[config.mk]
export PLATFORM = sky130hd
export DESIGN_NAME = addone_engine
export DESIGN_NICKNAME = d
export VERILOG_FILES = /design/src/rtl/addone_pkg.sv /design/src/rtl/addone_datapath.sv /design/src/rtl/addone_ctrl.sv /design/src/rtl/addone_engine.sv
export SDC_FILE = /design/constraint.sdc
export NUM_CORES = 2
export LEC_CHECK = 0
export ABC_AREA = 1
export BUFFER_PORTS_ARGS = -buffer_cell sky130_fd_sc_hd__buf_2
export CORE_MARGIN = 5
export CORE_UTILIZATION = 35
export CTS_CLUSTER_SIZE = 25
export DETAILED_ROUTE_END_ITERATION = 16
export PLACE_DENSITY = 0.48
export RECOVER_POWER = 50
export SETUP_SLACK_MARGIN = 0.02
export SLEW_MARGIN = 20
export SYNTH_ARGS = -nofsm -noshare
export SYNTH_HDL_FRONTEND = slang
export SYNTH_SLANG_ARGS = --single-unit
[constraint.sdc]
create_clock -name clk -period 7.45 [get_ports clk]
set_clock_uncertainty 0.15 [all_clocks]
set_input_delay 0.745 -clock clk [delete_from_list [all_inputs] [get_ports clk]]
set_output_delay 0.745 -clock clk [all_outputs]
set_load 0.05 [all_outputs]
[src/rtl/addone_pkg.sv]
package addone_pkg;

  // strobes from the control side to the buffer datapath
  typedef struct packed {
    logic push;   // accept one read beat (stored incremented)
    logic pop;    // one write beat consumed
    logic clear;  // empty the buffer at run start
  } dpCtrl_t;

endpackage

[src/rtl/addone_datapath.sv]
module addone_datapath
  import addone_pkg::*;
#(
  parameter int DataW = 32,
  parameter int Depth = 64
) (
  input  logic                         clk,
  input  logic                         rstN,
  input  dpCtrl_t                      ctrl,
  input  logic [DataW-1:0]             inData,
  output logic [DataW-1:0]             outData,
  output logic [$clog2(Depth+1)-1:0]   level
);

  localparam int PtrW = $clog2(Depth);
  localparam int LvlW = $clog2(Depth+1);

  logic [DataW-1:0] store [Depth];
  logic [PtrW-1:0]  wrPtr;
  logic [PtrW-1:0]  rdPtr;

  // increment applied on entry; natural wrap of the adder
  always_ff @(posedge clk) begin
    if (ctrl.push) store[wrPtr] <= inData + DataW'(1);
  end

  always_ff @(posedge clk) begin
    if (!rstN || ctrl.clear) begin
      wrPtr <= '0;
      rdPtr <= '0;
      level <= '0;
    end else begin
      if (ctrl.push) wrPtr <= (wrPtr == PtrW'(Depth-1)) ? '0 : wrPtr + PtrW'(1);
      if (ctrl.pop)  rdPtr <= (rdPtr == PtrW'(Depth-1)) ? '0 : rdPtr + PtrW'(1);
      case ({ctrl.push, ctrl.pop})
        2'b10:   level <= level + LvlW'(1);
        2'b01:   level <= level - LvlW'(1);
        default: level <= level;
      endcase
    end
  end

  assign outData = store[rdPtr];

endmodule

[src/rtl/addone_ctrl.sv]
module addone_ctrl
  import addone_pkg::*;
#(
  parameter int AddrW          = 32,
  parameter int DataW          = 32,
  parameter int TotalBytes     = 16384,
  parameter int MaxBurst       = 16,
  parameter int MaxOutstanding = 4,
  parameter int FifoDepth      = 64
) (
  input  logic                           clk,
  input  logic                           rstN,
  input  logic                           start,
  input  logic [AddrW-1:0]               baseAddr,
  output logic                           done,
  output logic                           idle,
  output logic                           errFlag,
  output logic [AddrW-1:0]               arAddr,
  output logic [7:0]                     arLen,
  output logic [2:0]                     arSize,
  output logic [1:0]                     arBurst,
  output logic                           arValid,
  input  logic                           arReady,
  input  logic [1:0]                     rResp,
  input  logic                           rLast,
  input  logic                           rValid,
  output logic                           rReady,
  output logic [AddrW-1:0]               awAddr,
  output logic [7:0]                     awLen,
  output logic [2:0]                     awSize,
  output logic [1:0]                     awBurst,
  output logic                           awValid,
  input  logic                           awReady,
  output logic                           wLast,
  output logic                           wValid,
  input  logic                           wReady,
  input  logic [1:0]                     bResp,
  input  logic                           bValid,
  output logic                           bReady,
  input  logic [$clog2(FifoDepth+1)-1:0] level,
  output dpCtrl_t                        dpCtrl
);

  localparam int BeatBytes  = DataW / 8;
  localparam int SizeCode   = $clog2(BeatBytes);
  localparam int TotalBeats = TotalBytes / BeatBytes;
  localparam int BeatCntW   = $clog2(TotalBeats + 1);
  localparam int LenW       = $clog2(MaxBurst + 1);
  localparam int OutW       = $clog2(MaxOutstanding + 1);
  localparam int PageBytes  = 4096;
  localparam int PageBits   = $clog2(PageBytes);

  // beats of the next burst: limited by burst cap, remaining work and page edge
  function automatic logic [LenW-1:0] burstBeats(input logic [AddrW-1:0] a,
                                                 input logic [BeatCntW-1:0] rem);
    int unsigned edgeBeats;
    int unsigned n;
    edgeBeats = (32'(PageBytes) - 32'(a[PageBits-1:0])) >> SizeCode;
    n = 32'(MaxBurst);
    if (edgeBeats < n)  n = edgeBeats;
    if (32'(rem) < n)   n = 32'(rem);
    return LenW'(n);
  endfunction

  logic                running;
  logic [AddrW-1:0]    rdAddr, wrAddr;
  logic [BeatCntW-1:0] rdLeft, wrLeft, bOut;
  logic [OutW-1:0]     rdOut;
  logic [LenW-1:0]     arLenQ, awLenQ, wBeatsLeft, nextRdLen, nextWrLen;
  logic                wActive;
  logic                accept, arIssue, wIssue, rHs, wHs, bHs, finish;

  assign nextRdLen = burstBeats(rdAddr, rdLeft);
  assign nextWrLen = burstBeats(wrAddr, wrLeft);

  assign accept  = start && !running;
  assign rHs     = rValid && rReady;
  assign wHs     = wValid && wReady;
  assign bHs     = bValid && bReady;
  assign arIssue = running && !arValid && (rdLeft != '0) && (rdOut < OutW'(MaxOutstanding));
  // a write burst is requested only when all of its data sits in the buffer
  assign wIssue  = running && !awValid && !wActive && (wrLeft != '0) &&
                   (32'(level) >= 32'(nextWrLen));
  assign finish  = running && (wrLeft == '0) && !awValid && !wActive && (bOut == '0);

  always_ff @(posedge clk) begin
    if (!rstN) begin
      running    <= 1'b0;
      done       <= 1'b0;
      errFlag    <= 1'b0;
      rdAddr     <= '0;
      wrAddr     <= '0;
      rdLeft     <= '0;
      wrLeft     <= '0;
      rdOut      <= '0;
      bOut       <= '0;
      arValid    <= 1'b0;
      arAddr     <= '0;
      arLenQ     <= '0;
      awValid    <= 1'b0;
      awAddr     <= '0;
      awLenQ     <= '0;
      wActive    <= 1'b0;
      wBeatsLeft <= '0;
    end else begin
      done <= 1'b0;
      if (accept) begin
        running <= 1'b1;
        errFlag <= 1'b0;
        rdAddr  <= baseAddr;
        wrAddr  <= baseAddr;
        rdLeft  <= BeatCntW'(TotalBeats);
        wrLeft  <= BeatCntW'(TotalBeats);
        rdOut   <= '0;
        bOut    <= '0;
      end else if (running) begin
        // read address channel
        if (arValid && arReady) begin
          arValid <= 1'b0;
        end else if (arIssue) begin
          arValid <= 1'b1;
          arAddr  <= rdAddr;
          arLenQ  <= nextRdLen;
          rdAddr  <= rdAddr + (AddrW'(nextRdLen) << SizeCode);
          rdLeft  <= rdLeft - BeatCntW'(nextRdLen);
        end
        rdOut <= rdOut + OutW'(arIssue) - OutW'(rHs && rLast);
        if (rHs && (rResp != 2'b00)) errFlag <= 1'b1;

        // write address and data
        if (awValid && awReady) awValid <= 1'b0;
        if (wIssue) begin
          awValid    <= 1'b1;
          awAddr     <= wrAddr;
          awLenQ     <= nextWrLen;
          wActive    <= 1'b1;
          wBeatsLeft <= nextWrLen;
          wrAddr     <= wrAddr + (AddrW'(nextWrLen) << SizeCode);
          wrLeft     <= wrLeft - BeatCntW'(nextWrLen);
        end else if (wHs) begin
          wBeatsLeft <= wBeatsLeft - LenW'(1);
          if (wBeatsLeft == LenW'(1)) wActive <= 1'b0;
        end
        bOut <= bOut + BeatCntW'(wIssue) - BeatCntW'(bHs);
        if (bHs && (bResp != 2'b00)) errFlag <= 1'b1;

        if (finish) begin
          done    <= 1'b1;
          running <= 1'b0;
        end
      end
    end
  end

  assign idle    = !running;
  assign arLen   = 8'(arLenQ) - 8'd1;
  assign awLen   = 8'(awLenQ) - 8'd1;
  assign arSize  = 3'(SizeCode);
  assign awSize  = 3'(SizeCode);
  assign arBurst = 2'b01;
  assign awBurst = 2'b01;
  assign rReady  = running && (32'(level) < 32'(FifoDepth));
  assign wValid  = wActive;
  assign wLast   = wActive && (wBeatsLeft == LenW'(1));
  assign bReady  = 1'b1;

  assign dpCtrl.push  = rHs;
  assign dpCtrl.pop   = wHs;
  assign dpCtrl.clear = accept;

endmodule

[src/rtl/addone_engine.sv]
module addone_engine #(
  parameter int AddrW          = 32,
  parameter int DataW          = 32,
  parameter int TotalBytes     = 16384,
  parameter int MaxBurst       = 16,
  parameter int MaxOutstanding = 4,
  parameter int FifoDepth      = 64
) (
  input  logic               clk,
  input  logic               rstN,
  input  logic               start,
  input  logic [AddrW-1:0]   baseAddr,
  output logic               done,
  output logic               idle,
  output logic               errFlag,
  output logic [AddrW-1:0]   arAddr,
  output logic [7:0]         arLen,
  output logic [2:0]         arSize,
  output logic [1:0]         arBurst,
  output logic               arValid,
  input  logic               arReady,
  input  logic [DataW-1:0]   rData,
  input  logic [1:0]         rResp,
  input  logic               rLast,
  input  logic               rValid,
  output logic               rReady,
  output logic [AddrW-1:0]   awAddr,
  output logic [7:0]         awLen,
  output logic [2:0]         awSize,
  output logic [1:0]         awBurst,
  output logic               awValid,
  input  logic               awReady,
  output logic [DataW-1:0]   wData,
  output logic [DataW/8-1:0] wStrb,
  output logic               wLast,
  output logic               wValid,
  input  logic               wReady,
  input  logic [1:0]         bResp,
  input  logic               bValid,
  output logic               bReady
);

  localparam int LvlW = $clog2(FifoDepth + 1);

  addone_pkg::dpCtrl_t dpCtrl;
  logic [LvlW-1:0]     level;

  addone_ctrl #(
    .AddrW(AddrW), .DataW(DataW), .TotalBytes(TotalBytes),
    .MaxBurst(MaxBurst), .MaxOutstanding(MaxOutstanding), .FifoDepth(FifoDepth)
  ) u_ctrl (
    .clk(clk), .rstN(rstN), .start(start), .baseAddr(baseAddr),
    .done(done), .idle(idle), .errFlag(errFlag),
    .arAddr(arAddr), .arLen(arLen), .arSize(arSize), .arBurst(arBurst),
    .arValid(arValid), .arReady(arReady),
    .rResp(rResp), .rLast(rLast), .rValid(rValid), .rReady(rReady),
    .awAddr(awAddr), .awLen(awLen), .awSize(awSize), .awBurst(awBurst),
    .awValid(awValid), .awReady(awReady),
    .wLast(wLast), .wValid(wValid), .wReady(wReady),
    .bResp(bResp), .bValid(bValid), .bReady(bReady),
    .level(level), .dpCtrl(dpCtrl)
  );

  addone_datapath #(.DataW(DataW), .Depth(FifoDepth)) u_dp (
    .clk(clk), .rstN(rstN), .ctrl(dpCtrl),
    .inData(rData), .outData(wData), .level(level)
  );

  assign wStrb = '1;

endmodule

==> impl_results.md <==
- Std-Cell Rows: 189
- Clk Latency, worst-skew pair: 0.88 ns
- Maximum clock path buffer count: 3
- Avg Cell Area, Syn: 11.9 um2
- Final hold violations: 0
- Setup TNS: 0 ns
- Max-cap viol count: 66
- RSZ-0062 raised after global routing: no
- Slew @ Worst Pin: 3.57 ns
- Die Y: 525 um
- TritonCTS Sinks: 2,262
- Comb pwr share: 0.138
- Placed cells: 11,200
- CTS tree: yes
- Tmin final: 6.52 ns
- Vias in the first global route: 60,600
- CP arrival: 6.47 ns
- # nets final: 8,079
- Drt total wl: 294,000 um
- Vias per cell: 5.44
- Initial antenna violation count: 9
- Via count: 63,400
- Layout cell share with drive strength beyond 1: 0.0842
- Crit Path Category: primary input to flop
- Clk slew on worst S/H paths: 0.05 ns
- Die ar.: 276,000 um2
- Hold Crit Class: primary input to flop
- First drt pass iteration count: 6
- Netlist cell types: 57
- Outcome: finished, violations left
- Mapped Area: 92,800 um2
- Root buffer cell: clkbuf_16
- Finished Layout Cells: 11,700
- H-tree levels: 4
- Max-slew violations: 2,327
- Placer Congestion: 0.842
- FF+latch count, synth: 2,262
- Area delta synth->final: 13.9%
- Internal: 0.0220 W
- Post-CTS resize count: 0
- DRC Markers: 0
- Post-Synthesis Cells: 7,811
- Maximum vdd drop: 0.546 mV
- Post-synth top flop: edfxtp_1
- Tcrit/Tclk final: 0.876
- HPWL after DPL: 158,000 um
- Post-synth EDFFs: 2,048
- Detail Route Antenna Nets: 0
- # IOs: 212
- Setup WS pre-CTS: 1.70 ns
- Worst Path Max Fanout: 65
- Crit. End Element: flop
- Largest net degree at the start of global routing: 235
- Cts bufs inserted: 236
- Slew HR: -1.38
- Req. time, crit path: 7.40 ns
- Setup slack after layout: 0.926 ns
- Clock power frac: 0.387
- Synth warn: 0
- Global route total overflow: 0
- Port Buf Inserts: 196
- Failing checks: max-capacitance violations, max-slew violations
- Psw: 0.00853 W
- Effective utilization at floorplan: 0.351
- Startpoint Class: primary input
- Total Power: 0.0305 W
- Commonest cells after routing, fill and taps aside: edfxtp_1, nor2_1, o21ai_0, o22ai_1, nand2_1
- Seq/Total Area, Yosys: 0.709
- Initial DRC count: 6,217
- Total core area: 265,000 um2
- FILL cells: 25,200
- Cell Pwr Density: 288 nW/um2
- R2R setup slack: 1.63 ns
- Setup bufs post-CTS: 0
- Global-route wire length before repair: 424,000 um
- Die span in x: 525 um
- Sequential share of power: 0.475
- Number of setup violations in the final report: 0
- Sw Ratio: 0.280
- Total GRT Usage: 0.205
- Commonest non-fill, non-tap cell in the layout: edfxtp_1
- F_max: 153 MHz
- Leakage: 35.0 nW
- Routed wire length per instance: 25.2 um
- Post-synth ARST share: 0
## power groups by stage
| stage | combinational, W | clock, W | sequential, W |
|---|---|---|---|
| floorplan | 0.00262 | 0 | 0.0152 |
| global placement | 0.00426 | 0 | 0.0147 |
| detailed placement | 0.00430 | 0 | 0.0147 |
| CTS | 0.00431 | 0.0120 | 0.0144 |
| global route | 0.00462 | 0.0126 | 0.0145 |
| finish | 0.00421 | 0.0118 | 0.0145 |
## critical path, stage by stage
cell and delay, ns:
clkbuf_1 0.09, clkinv_1 0.04, clkbuf_1 2.03, nor2_1 0.52
nand3_2 0.24, nor2_1 0.13, xor2_4 0.13, clkbuf_1 2.40
## synthesized netlist by cell type (3+ instances only)
library cell	count	area, um2
a211oi_1	9	67.6
a21oi_1	180	901
a221oi_1	6	52.6
a31oi_1	35	219
buf_1	10	37.5
buf_2	130	651
buf_4	34	255
buf_6	3	33.8
clkbuf_1	354	1330
dfxtp_1	214	4280
edfxtp_1	2048	61500
fa_1	7	140
ha_1	76	951
inv_1	266	998
inv_2	14	52.6
nand2_1	320	1200
nand2_2	8	50.1
nand3_1	96	480
nand3_2	4	40.0
nand4_1	29	181
nor2_1	1592	5980
nor2_2	6	37.5
nor2_4	10	113
nor3_1	53	265
nor3_2	3	30.0
nor4_1	13	81.3
o211ai_1	20	150
o21a_1	3	22.5
o21ai_0	1401	7010
o21ai_1	86	430
o21bai_1	3	22.5
o221ai_1	3	26.3
o22ai_1	629	3940
o32ai_1	37	324
xnor2_1	16	140
xor2_1	61	534
## logic make-up after synthesis
logic type	count (synthesis)	share of synthesized area
compound gates	2426	0.143
flops	2262	0.709
simple gates	2149	0.0928
buf+inv	812	0.0362
fa+ha+maj	83	0.0118
xor+xnor	77	0.00727
other cells	2	0.0000809
## through the flow
step | util | hold slack (ns) | area [um2]
after floorplan | - | 0.273 | 92900
after CTS | 0.402 | 0.00171 | 106000
after global placement | 0.372 | 0.292 | 98600
after global routing | 0.399 | 0.0439 | 106000
final | 0.399 | 0.0742 | 106000
after detailed placement | 0.372 | 0.298 | 98600
## metal layers
| metal | global-route usage | routed length [um] | share of wire | up-vias |
|---|---|---|---|---|
| li1 | - | - | - | 28800 |
| met1 | 0.288 | 130000 | 0.44 | 32100 |
| met2 | 0.335 | 137000 | 0.47 | 2130 |
| met3 | 0.0292 | 18200 | 0.062 | 389 |
| met4 | 0.0536 | 7930 | 0.027 | 2 |
| met5 | 0 | 13 | 0.000044 | - |
## final cells by class
class                      count  area (um2)  area share
tap                         3533        4420      0.0418
inverter                     281        1080      0.0102
clock buffer                 309        6420      0.0607
multi-input combinational   4760       24200       0.229
sequential                  2262       65800       0.623
timing repair buffer         378        2330      0.0221
clock inverter               129        1360      0.0129
antenna                        9        22.5    0.000213
## what timing repair did
item / in CTS / in global routing
endpoints found under the hold margin: 5 / 0
hold buffers: 4 / 0
endpoints found under the setup margin: 0 / 0
## registers in the layout, indices dropped and copies added (netlist names), 5 cells and up, named ones only
signal,cells
u_dp.store,2048
u_ctrl.arAddr,32
u_ctrl.awAddr,32
u_ctrl.rdAddr,31
u_ctrl.wrAddr,31
u_ctrl.bOut,13
u_ctrl.rdLeft,13
u_ctrl.wrLeft,13
u_dp.level,7
u_dp.rdPtr,6
u_dp.wrPtr,6
u_ctrl.arLenQ,5
u_ctrl.awLenQ,5
u_ctrl.wBeatsLeft,5
## final timing paths
| kind | start | end | cells after the start |
|---|---|---|---|
| worst max-delay path | rData[0] | u_dp.store[43][7] | 8 |
| worst min-delay path | arReady | u_ctrl.arValid | 4 |
| worst max register to register | u_ctrl.wrAddr[11] | u_ctrl.bOut[12] | 33 |
| worst min register to register | u_ctrl.rdAddr[30] | u_ctrl.arAddr[30] | 2 |
No activity file was read; power rests on OpenSTA's default activity.
